$ cat src/rtl/fts_pkg.sv
package fts_pkg;

  // Decoded event of one clock edge.
  typedef enum logic [1:0] {
    EV_NONE   = 2'd0,
    EV_LOAD_P = 2'd1,
    EV_LOAD_C = 2'd2,
    EV_DESEL  = 2'd3
  } fts_ev_e;

  // Low address bits for a burst beat.
  function automatic logic [1:0] burst_lo(input logic [1:0] start,
                                          input logic [1:0] beat,
                                          input logic       ilv);
    burst_lo = ilv ? (start ^ beat) : (start + beat);
  endfunction

endpackage

$ cat src/rtl/fts_ctrl.sv
module fts_ctrl
  import fts_pkg::*;
#(
  parameter int LANES  = 4,
  parameter int LANE_W = 9
) (
  input  logic                    clk,
  input  logic                    rst_n,
  input  logic                    ce_n,
  input  logic                    cs_hi,
  input  logic                    cs_lo_n,
  input  logic                    ads_proc_n,
  input  logic                    ads_ctrl_n,
  input  logic                    adv_n,
  input  logic                    gw_n,
  input  logic                    bwe_n,
  input  logic [LANES-1:0]        bw_n,
  input  logic [LANES*LANE_W-1:0] din,
  output logic                    load_o,
  output logic                    step_o,
  output logic                    active_o,
  output logic                    wr_o,
  output logic [LANES-1:0]        wmask_o,
  output logic [LANES*LANE_W-1:0] wdata_o
);

  localparam int DW = LANES * LANE_W;

  fts_ev_e          ev;
  logic             chip_en;
  logic             p_strobe;
  logic             c_strobe;
  logic [LANES-1:0] req_mask;
  logic             req_wr;

  logic             active_d, active_q;
  logic             wr_d, wr_q;
  logic [LANES-1:0] wmask_d, wmask_q;
  logic [DW-1:0]    wdata_q;

  assign chip_en  = ~ce_n & cs_hi & ~cs_lo_n;
  assign p_strobe = ~ads_proc_n & ~ce_n;
  assign c_strobe = ~ads_ctrl_n;

  // Per-lane request: global write overrides the lane selects.
  for (genvar g = 0; g < LANES; g++) begin : g_lane
    assign req_mask[g] = ~gw_n | (~bwe_n & ~bw_n[g]);
  end
  assign req_wr = |req_mask;

  always_comb begin
    ev = EV_NONE;
    if (p_strobe)      ev = chip_en ? EV_LOAD_P : EV_DESEL;
    else if (c_strobe) ev = chip_en ? EV_LOAD_C : EV_DESEL;
  end

  always_comb begin
    active_d = active_q;
    wr_d     = 1'b0;
    unique case (ev)
      EV_LOAD_P: begin active_d = 1'b1; wr_d = 1'b0;   end
      EV_LOAD_C: begin active_d = 1'b1; wr_d = req_wr; end
      EV_DESEL:  begin active_d = 1'b0; wr_d = 1'b0;   end
      default:   begin active_d = active_q; wr_d = active_q & req_wr; end
    endcase
    wmask_d = wr_d ? req_mask : '0;
  end

  always_ff @(posedge clk or negedge rst_n) begin
    if (!rst_n) begin
      active_q <= 1'b0;
      wr_q     <= 1'b0;
      wmask_q  <= '0;
    end else begin
      active_q <= active_d;
      wr_q     <= wr_d;
      wmask_q  <= wmask_d;
    end
  end

  always_ff @(posedge clk) begin
    if (wr_d) wdata_q <= din;
  end

  assign load_o   = (ev == EV_LOAD_P) || (ev == EV_LOAD_C);
  assign step_o   = (ev == EV_NONE) & active_q & ~adv_n;
  assign active_o = active_q;
  assign wr_o     = wr_q;
  assign wmask_o  = wmask_q;
  assign wdata_o  = wdata_q;

  // processor-strobe load never becomes a write
  p_pload_read_r9: assert property (@(posedge clk) disable iff (!rst_n)
    (!ads_proc_n && !ce_n) |=> !wr_q);

  // lane selects pick exactly the written lanes
  p_lane_sel_r7: assert property (@(posedge clk) disable iff (!rst_n)
    (!ads_ctrl_n && chip_en && gw_n && !bwe_n && ads_proc_n && (bw_n != '1))
      |=> wmask_q == ~$past(bw_n));

endmodule

$ cat src/rtl/fts_burst_ctr.sv
module fts_burst_ctr
  import fts_pkg::*;
(
  input  logic       clk,
  input  logic       rst_n,
  input  logic       load,
  input  logic       step,
  input  logic [1:0] start_lo,
  input  logic       ilv_mode,
  output logic [1:0] lo
);

  logic [1:0] base_d, base_q;
  logic [1:0] cnt_d, cnt_q;

  always_comb begin
    base_d = base_q;
    cnt_d  = cnt_q;
    if (load) begin
      base_d = start_lo;
      cnt_d  = 2'd0;
    end else if (step) begin
      cnt_d  = cnt_q + 2'd1;
    end
  end

  always_ff @(posedge clk or negedge rst_n) begin
    if (!rst_n) begin
      base_q <= 2'd0;
      cnt_q  <= 2'd0;
    end else begin
      base_q <= base_d;
      cnt_q  <= cnt_d;
    end
  end

  assign lo = burst_lo(base_q, cnt_q, ilv_mode);

  // a load restarts at the presented low bits
  p_restart_r5: assert property (@(posedge clk) disable iff (!rst_n)
    load |=> (cnt_q == 2'd0) && (base_q == $past(start_lo)));

  // no step, no movement
  p_hold_r2: assert property (@(posedge clk) disable iff (!rst_n)
    (!load && !step) |=> $stable(cnt_q) && $stable(base_q));

  // interleaved beat differs from the previous one by the count's toggled bits
  p_ilv_step_r4: assert property (@(posedge clk) disable iff (!rst_n)
    (step && !load && ilv_mode) |=>
      (!ilv_mode || lo == ($past(lo) ^ ($past(cnt_q) ^ ($past(cnt_q) + 2'd1)))));

endmodule

$ cat src/rtl/fts_array.sv
module fts_array #(
  parameter int WORDS  = 64,
  parameter int LANES  = 4,
  parameter int LANE_W = 9
) (
  input  logic                      clk,
  input  logic [$clog2(WORDS)-1:0]  addr,
  input  logic [LANES-1:0]          we,
  input  logic [LANES*LANE_W-1:0]   wdata,
  output logic [LANES*LANE_W-1:0]   rdata
);

  // One storage column per lane so each lane has a single writer.
  for (genvar g = 0; g < LANES; g++) begin : g_col
    logic [LANE_W-1:0] mem [WORDS];

    always_ff @(posedge clk) begin
      if (we[g]) mem[addr] <= wdata[g*LANE_W +: LANE_W];
    end

    assign rdata[g*LANE_W +: LANE_W] = mem[addr];
  end

endmodule

$ cat src/rtl/fts_burst_sram.sv
module fts_burst_sram
  import fts_pkg::*;
#(
  parameter int ADDR_W = 6,
  parameter int LANES  = 4,
  parameter int LANE_W = 9
) (
  input  logic                    clk,
  input  logic                    rst_n,
  input  logic [ADDR_W-1:0]       addr,
  input  logic                    ads_proc_n,
  input  logic                    ads_ctrl_n,
  input  logic                    adv_n,
  input  logic                    ilv_mode,
  input  logic                    ce_n,
  input  logic                    cs_hi,
  input  logic                    cs_lo_n,
  input  logic                    gw_n,
  input  logic                    bwe_n,
  input  logic [LANES-1:0]        bw_n,
  input  logic                    oe_n,
  input  logic [LANES*LANE_W-1:0] din,
  output logic [LANES*LANE_W-1:0] dq_out,
  output logic                    dq_oe
);

  localparam int DW    = LANES * LANE_W;
  localparam int WORDS = 1 << ADDR_W;
  localparam int HI_W  = ADDR_W - 2;

  // Reset: asserted at once, released after two clean edges.
  logic [1:0] rs_q;
  logic       rst_i;

  always_ff @(posedge clk or negedge rst_n) begin
    if (!rst_n) rs_q <= 2'b00;
    else        rs_q <= {rs_q[0], 1'b1};
  end
  assign rst_i = rs_q[1];

  logic             load, step, active, wr;
  logic [LANES-1:0] wmask;
  logic [DW-1:0]    wdata, rdata;
  logic [1:0]       lo;
  logic [HI_W-1:0]  hi_d, hi_q;
  logic [ADDR_W-1:0] cur_addr;
  logic             chip_on;

  fts_ctrl #(.LANES(LANES), .LANE_W(LANE_W)) u_ctrl (
    .clk        (clk),
    .rst_n      (rst_i),
    .ce_n       (ce_n),
    .cs_hi      (cs_hi),
    .cs_lo_n    (cs_lo_n),
    .ads_proc_n (ads_proc_n),
    .ads_ctrl_n (ads_ctrl_n),
    .adv_n      (adv_n),
    .gw_n       (gw_n),
    .bwe_n      (bwe_n),
    .bw_n       (bw_n),
    .din        (din),
    .load_o     (load),
    .step_o     (step),
    .active_o   (active),
    .wr_o       (wr),
    .wmask_o    (wmask),
    .wdata_o    (wdata)
  );

  fts_burst_ctr u_ctr (
    .clk      (clk),
    .rst_n    (rst_i),
    .load     (load),
    .step     (step),
    .start_lo (addr[1:0]),
    .ilv_mode (ilv_mode),
    .lo       (lo)
  );

  assign hi_d = load ? addr[ADDR_W-1:2] : hi_q;

  always_ff @(posedge clk or negedge rst_i) begin
    if (!rst_i) hi_q <= '0;
    else        hi_q <= hi_d;
  end

  assign cur_addr = {hi_q, lo};

  fts_array #(.WORDS(WORDS), .LANES(LANES), .LANE_W(LANE_W)) u_array (
    .clk   (clk),
    .addr  (cur_addr),
    .we    (wmask),
    .wdata (wdata),
    .rdata (rdata)
  );

  // Flow-through read path: no register after the array.
  assign dq_oe  = ~oe_n & active & ~wr;
  assign dq_out = dq_oe ? rdata : '0;

  assign chip_on = ~ce_n & cs_hi & ~cs_lo_n;

  // a load presents exactly the captured address
  p_load_addr_r1: assert property (@(posedge clk) disable iff (!rst_i)
    load |=> cur_addr == $past(addr));

  // linear step increments low bits, upper bits kept
  p_lin_step_r3: assert property (@(posedge clk) disable iff (!rst_i)
    (step && !load && !ilv_mode) |=>
      (ilv_mode || (lo == $past(lo) + 2'd1 && hi_q == $past(hi_q))));

  // global write selects every lane
  p_gw_all_r6: assert property (@(posedge clk) disable iff (!rst_i)
    (!gw_n && !ads_ctrl_n && ads_proc_n && chip_on) |=> wmask == '1);

  // processor strobe with chip enable high does not load
  p_ce_ignore_r8: assert property (@(posedge clk) disable iff (!rst_i)
    (!ads_proc_n && ce_n && ads_ctrl_n) |-> !load);

  // a deselecting strobe silences the driver next cycle
  p_desel_off_r10: assert property (@(posedge clk) disable iff (!rst_i)
    (!ads_ctrl_n && !chip_on && (ads_proc_n || ce_n)) |=> !dq_oe);

endmodule

$ cat config.mk
export PLATFORM = sky130hd
export DESIGN_NAME = fts_burst_sram
export DESIGN_NICKNAME = d
export VERILOG_FILES = /design/src/rtl/fts_pkg.sv /design/src/rtl/fts_ctrl.sv /design/src/rtl/fts_burst_ctr.sv /design/src/rtl/fts_array.sv /design/src/rtl/fts_burst_sram.sv
export SDC_FILE = /design/constraint.sdc
export NUM_CORES = 2
export LEC_CHECK = 0
export CORE_MARGIN = 5
export CORE_UTILIZATION = 32
export DETAILED_ROUTE_END_ITERATION = 16
export HOLD_SLACK_MARGIN = 0.12
export SYNTH_ARGS = -nofsm -noshare
export SYNTH_HDL_FRONTEND = slang
export SYNTH_SLANG_ARGS = --single-unit
export TNS_END_PERCENT = 5
$ cat constraint.sdc
create_clock -name clk -period 6.91 [get_ports clk]
set_input_delay 1.0365 -clock clk [delete_from_list [all_inputs] [get_ports clk]]
set_output_delay 1.0365 -clock clk [all_outputs]
set_load 0.005 [all_outputs]
After elaboration in Yosys (flattened, before gate mapping)
Memories as Yosys holds them, arrays and structs flattened.
Index checks and enable logic that the tools add are counted.
Storage, ports and cells
  RAM bits: 2304
  register bits: 52
  output and inout bits: 37
  word-level logic and storage cells: 72
  memories kept: 4
Memory list
  u_array.g_col[0].mem: depth 64, bits a word 9, rd ports 1, clocked after memory_dff 0, write ports 1, RTL line fts_array.sv:15  | logic [LANE_W-1:0] mem [WORDS];
  u_array.g_col[1].mem: depth 64, bits a word 9, rd ports 1, clocked after memory_dff 0, write ports 1, RTL line fts_array.sv:15
  u_array.g_col[2].mem: depth 64, bits a word 9, rd ports 1, clocked after memory_dff 0, write ports 1, RTL line fts_array.sv:15
  u_array.g_col[3].mem: depth 64, bits a word 9, rd ports 1, clocked after memory_dff 0, write ports 1, RTL line fts_array.sv:15
Cells by class
  bitwise gates (word level): 29
  add/sub/neg operators: 2
  equality and inequality tests: 3
  reduce and logical (&&, ||, !) cells: 7
  mux-type cells: 19
Operators with widths (count)
  $mux W36: 1
  $and A1 B1 Y1: 12
  $mux W2: 6
  $not A1 Y1: 12
  $mux W1: 9
  $eq A2 B2 Y1 const B: 2
  $mux W4: 1
  $or A1 B1 Y1: 4
  $pmux W1 S2: 2
  $reduce_bool A2 Y1: 2
  $reduce_or A2 Y1: 2
  $reduce_or A4 Y1: 1
  $add A2 B1 Y2 const B: 1
  $add A2 B2 Y2: 1
  $eq A2 B1 Y1 const B: 1
  $logic_not A2 Y1: 1
  $xor A2 B2 Y2: 1
  $logic_or A1 B1 Y1: 1

Longest topological paths before layout
  depth after elaboration: 11
  mapped depth: 12
  gate-level depth less buffers: 8

Modules after synthesis
From an unflattened synthesis, not the netlist that was laid out.
Unflattened totals
  cell total of the unflattened synthesis: 5159
  area total of the unflattened synthesis: 89851.2 um^2
By module, submodules not included
  fts_array: seq. area each 69186.4 um^2, times used 1, cells an instance 5023, area each 87589.0 um^2
  fts_ctrl: seq. area each 1231.2 um^2, times used 1, cells an instance 64, area each 1401.3 um^2
  fts_burst_sram: seq. area each 150.1 um^2, times used 1, cells an instance 57, area each 663.1 um^2
  fts_burst_ctr: seq. area each 100.1 um^2, times used 1, cells an instance 15, area each 197.7 um^2

Worst setup path after synthesis
OpenSTA, ideal clock, no wires.
  kind: input port to flip-flop
  from: in ce_n
  to: reg u_ctrl.wdata_q[0], in the netlist u_ctrl.wdata_o[0], enable pin
  cell stages on the path: 5
  data arrival time: 3.769 ns
  slack: 2.698 ns
  path buffers: 0
  cell sequence: o21ai_0 -> o31a_1 -> ha_1 -> mux2i_1 -> a21oi_1
On the way
  word-level cells in the longest chain between the ends: 9
  elaborated cells on any way between the ends: 13
Ends and longest elaborated chain
  from (decl): RTL line fts_burst_sram.sv:15  | input logic ce_n,
  $not A1 Y1 *: RTL line fts_ctrl.sv:41, fts_ctrl.sv:42
  $and A1 B1 Y1 (2 in series): RTL line fts_ctrl.sv:41  | assign chip_en = ~ce_n & cs_hi & ~cs_lo_n;
  $mux W1: RTL line fts_ctrl.sv:54  | else if (c_strobe) ev = chip_en ? EV_LOAD_C : EV_DESEL;
  $mux W2: RTL line fts_ctrl.sv:54
  $mux W2 *: RTL line fts_ctrl.sv:53  | if (p_strobe) ev = chip_en ? EV_LOAD_P : EV_DESEL;
  $eq A2 B2 Y1 or $eq A2 B1 Y1 (tied branches): RTL line fts_ctrl.sv:60  | unique case (ev)
  $reduce_or A2 Y1 (no source line)
  $pmux W1 S2 *: RTL line fts_ctrl.sv:60
  via u_ctrl.wr_d: RTL line fts_ctrl.sv:37  | logic wr_d, wr_q;
  to (signal assigned): RTL line fts_ctrl.sv:82  | if (wr_d) wdata_q <= din;
  to (decl): RTL line fts_ctrl.sv:39  | logic [DW-1:0] wdata_q;
The timed path passes the listed nets; every way through them passes the cells marked *.
A chain may end at the register's enable or synchronous reset.

Worst setup path after layout
  from: reg u_ctr.cnt_q[0]
  to: out dq_out[2]
On the way
  word-level cells in the longest chain between the ends: 4
  elaborated cells on any way between the ends: 5
Ends and longest elaborated chain
  from (decl): RTL line fts_burst_ctr.sv:14  | logic [1:0] cnt_d, cnt_q;
  from (signal assigned): RTL line fts_burst_ctr.sv:33  | cnt_q <= cnt_d;
  $add A2 B2 Y2 or $xor A2 B2 Y2 (tied branches): RTL line fts_pkg.sv:15  | burst_lo = ilv ? (start ^ beat) : (start + beat);
  $mux W2 *: RTL line fts_pkg.sv:15
  $mem_v2 Z64 W9 *
  $mux W36 *: RTL line fts_burst_sram.sv:99  | assign dq_out = dq_oe ? rdata : '0;
  to (decl): RTL line fts_burst_sram.sv:23  | output logic [LANES*LANE_W-1:0] dq_out,
Every way passes the cells marked *; elsewhere a longest branch is shown, timed or not.

==> results_dict.tcl <==
set metrics [dict create \
    status "finished, final reports clean" \
    slew_viol_final 0 \
    clkLatencyLatePin_ns 0.91 \
    grt-ovfl-total 0 \
    hold_viol 0 \
    rsz0062_at_grt "no" \
    die_area_mm2 0.296 \
    drt_wl_total_um 261000 \
    drive_above_1_share_pct 14.8 \
    rr_worst_depth 8 \
    tightest_slew_ns 1.29 \
    post-place-cells 9013 \
    netlist_area_mm2 0.0912 \
    die_w_um 544 \
    vias 50800 \
    path_common_cell "buf_4" \
    synth_edf_count 2340 \
    syn_inst 5277 \
    finClkSkew_ns 0.0646 \
    grt_max_degree 110 \
    routabilityCongestion 0.837 \
    nFillCells 26200 \
    grt_pass1_wl_um 370000 \
    path_class "flop to output pin" \
    worstPathMaxFanout 29 \
    core_area_mm2 0.284 \
    max-cap-violations 0 \
    cts_setup_buffers 0 \
    p_leak_uw 0.0327 \
    crit_path_end_kind "output pin" \
    cts.sinks 2356 \
    yosysUniqueCellTypes 60 \
    min_path_type "flop to async pin" \
    clockBufferDepth 4 \
    startpoint_type "flop" \
    drtAntennaViolNets 0 \
    cp.depth 10 \
    p_per_area_mw_per_mm2 332 \
    nets 5547 \
    antenna_found_initial 17 \
    cp.required_ns 5.87 \
    io_pins 95 \
    path_clk_slew_ns 0.07 \
    globalRouteTotalUtil_pct 17.2 \
    root_buffer "clkbuf_16" \
    postCtsResizedCells 0 \
    setup_tns_ns 0 \
    seq_area_frac_synth_pct 77.5 \
    htreeDepth 4 \
    cts_buffers 233 \
    fin_crit_sh_pct 95.5 \
    drcViolationCount 0 \
    syn_avg_cell_area_um2 17.3 \
    rows 196 \
    synth-seq-cells 2356 \
    irDropWorstVdd_v 0.000241 \
    critPathTopFamily "simple AND/OR/NAND/NOR gates" \
    fmax_mhz 152 \
    worstPathArrival_ns 5.56 \
    start_util_pct 32.1 \
    cts_tree "yes" \
    grt_pass1_vias 49700 \
    yosys_warnings 0 \
    cp_num_buf_inv 4 \
    path_cells "ha_4 > nand2b_2 > buf_4 > o22ai_1 > o311ai_0 > buf_4 > nand4_1 > nor4_1 > buf_4 > clkdlybuf4s50_1" \
    wire_per_inst_um 27.7 \
    hold_buffers 0 \
    dieHeight_um 544 \
    slew_headroom_pct 14.3 \
    final_cells 9436 \
    drtPass1Iterations 9 \
    p_total_uw 34700 \
    viasPerCell 5.38 \
    synthArstFlopShare_pct 0.679 \
    syn2layout_area_growth_pct 14.6 \
    synth_nets 5338 \
    hpwl_um 163000 \
    period_needed_ns 6.60 \
    drt-initial-drc-count 6271 \
    ys.flop_type "edfxtp_1" \
    cp_slowest_stage_delay_ns 0.73 \
    finalSetupViolCount 0 \
    cpMaxStageDelayCell "nor4_1" \
    io_buffers 94 \
]
[worst reg2reg max path: cells and delay by family, from the launching register on]
kind                     cells  cell delay, ns
adder cells (fa/ha/maj)      1            0.66
AND/OR/NAND/NOR              3            1.75
flip-flops                   1            0.47
buffers and inverters        4            1.50
[cell usage after synthesis, types with 4 or more instances]
cell / count / area (um2)
buf_6: 12 / 135
o211ai_1: 31 / 233
edfxtp_1: 2340 / 70300
nand4_1: 47 / 294
o21ai_0: 84 / 420
a21oi_1: 133 / 666
and4_1: 10 / 87.6
nand3_1: 165 / 826
a221oi_1: 14 / 123
o22ai_1: 139 / 870
nor2b_1: 47 / 294
nor4_1: 36 / 225
a211oi_1: 71 / 533
nand2b_1: 14 / 87.6
o311ai_0: 11 / 96.3
mux2_2: 24 / 270
mux4_2: 249 / 5610
a311o_1: 6 / 60.1
a2111oi_0: 27 / 236
a31oi_1: 59 / 369
mux2i_1: 206 / 2060
a22oi_1: 12 / 90.1
nand2_1: 535 / 2010
o31ai_1: 17 / 128
and3_1: 48 / 300
o221ai_1: 18 / 158
a32oi_1: 24 / 210
buf_4: 41 / 308
inv_1: 28 / 105
a32o_1: 4 / 40.0
o21a_1: 4 / 30.0
buf_2: 110 / 551
clkbuf_1: 142 / 533
nor3_1: 60 / 300
dfrtp_1: 16 / 400
o2111ai_1: 5 / 43.8
o22a_1: 4 / 35.0
buf_1: 21 / 78.8
and2_1: 20 / 125
nor2_1: 378 / 1420
a311oi_1: 33 / 289
[flip-flops by register name (all words and copies together) (netlist names)]
signal             flops
u_ctr.base_q           2
u_ctr.cnt_q            2
u_ctrl.wr_o            1
u_array.g_col.mem   2304
u_ctrl.wmask_o         4
hi_q                   4
rs_q                   2
u_ctrl.wdata_o        36
u_ctrl.active_o        1
[metal layers]
metal / vias up / global-route usage [%] / part of all wire (%)
li1: 21400 / - / -
met1: 26500 / 23.6 / 41
met2: 2447 / 27.1 / 47
met3: 467 / 3.47 / 8.8
met4: 4 / 6.37 / 3.9
met5: - / 0 / 0.0088
[final timing paths]
kind                                                    end  slack [ns]      startpoint
max in group asynchronous                           hi_q[0]        6.30         rs_q[1]
worst max register to register  u_array.g_col[2].mem[43][1]        2.15  u_ctr.cnt_q[0]
worst min register to register              u_ctrl.active_o        0.17         rs_q[1]
worst min-delay path                        u_ctrl.active_o        0.17         rs_q[1]
min in group clk                                    rs_q[1]        0.35         rs_q[0]
worst max-delay path                              dq_out[2]        0.31  u_ctr.cnt_q[0]
[layout by cell type (no fill, tap or decap), types with 71 or more instances in the layout]
master           count
mux4_2             249
clkbuf_16          234
nand2_1            520
a21oi_1            132
buf_4              183
mux2i_1            206
nor2_1             372
edfxtp_1          2340
o21ai_0             84
a211oi_1            71
nand3_1            162
o22ai_1            139
clkdlybuf4s50_1     94
[per-stage QoR]
stage | cell area, um2 | worst slack (ns) | utilization, % | hold slack [ns]
final | 105000 | 0.312 | 36.8 | 0.172
after CTS | 105000 | 0.248 | 36.7 | 0.203
after global routing | 105000 | 0.161 | 36.7 | 0.246
after detailed placement | 97300 | 0.738 | 34.2 | 0.240
after global placement | 97300 | 0.630 | 34.2 | 0.224
after floorplan | 91200 | 2.70 | - | 0.174
[where the power goes]
group          switching, uW  total (uW)  internal [uW]
Sequential               102       16100          16000
Combinational           4160        6270           2110
Clock                   5370       12300           6980
[logic make-up (layout without fill, tap and decap cells)]
| group | after synthesis | count (layout) | share of synthesized area (%) |
|---|---|---|---|
| AOI/OAI and AO/OA | 705 | 705 | 5.16 |
| xor gates and xnor gates | 6 | 6 | 0.0741 |
| adders and majority gates | 3 | 3 | 0.0412 |
| buffers and inverters | 355 | 743 | 1.88 |
| DFF | 2356 | 2356 | 77.5 |
| muxes | 479 | 479 | 8.71 |
| other | 1 | 10 | 0.00411 |
| and+or+nand+nor | 1372 | 1372 | 6.66 |
[cell type report]
cell class | count | area (um2) | area share (%)
Clock buffer | 287 | 6050 | 5.79
Inverter | 29 | 111 | 0.107
Timing Repair Buffer | 300 | 2780 | 2.65
Clock inverter | 127 | 1200 | 1.15
Tap cell | 3762 | 4710 | 4.50
Antenna cell | 9 | 22.5 | 0.0215
Sequential cell | 2356 | 70700 | 67.6
Multi-Input combinational cell | 2566 | 19000 | 18.2
No activity file was read; power rests on OpenSTA's default activity.
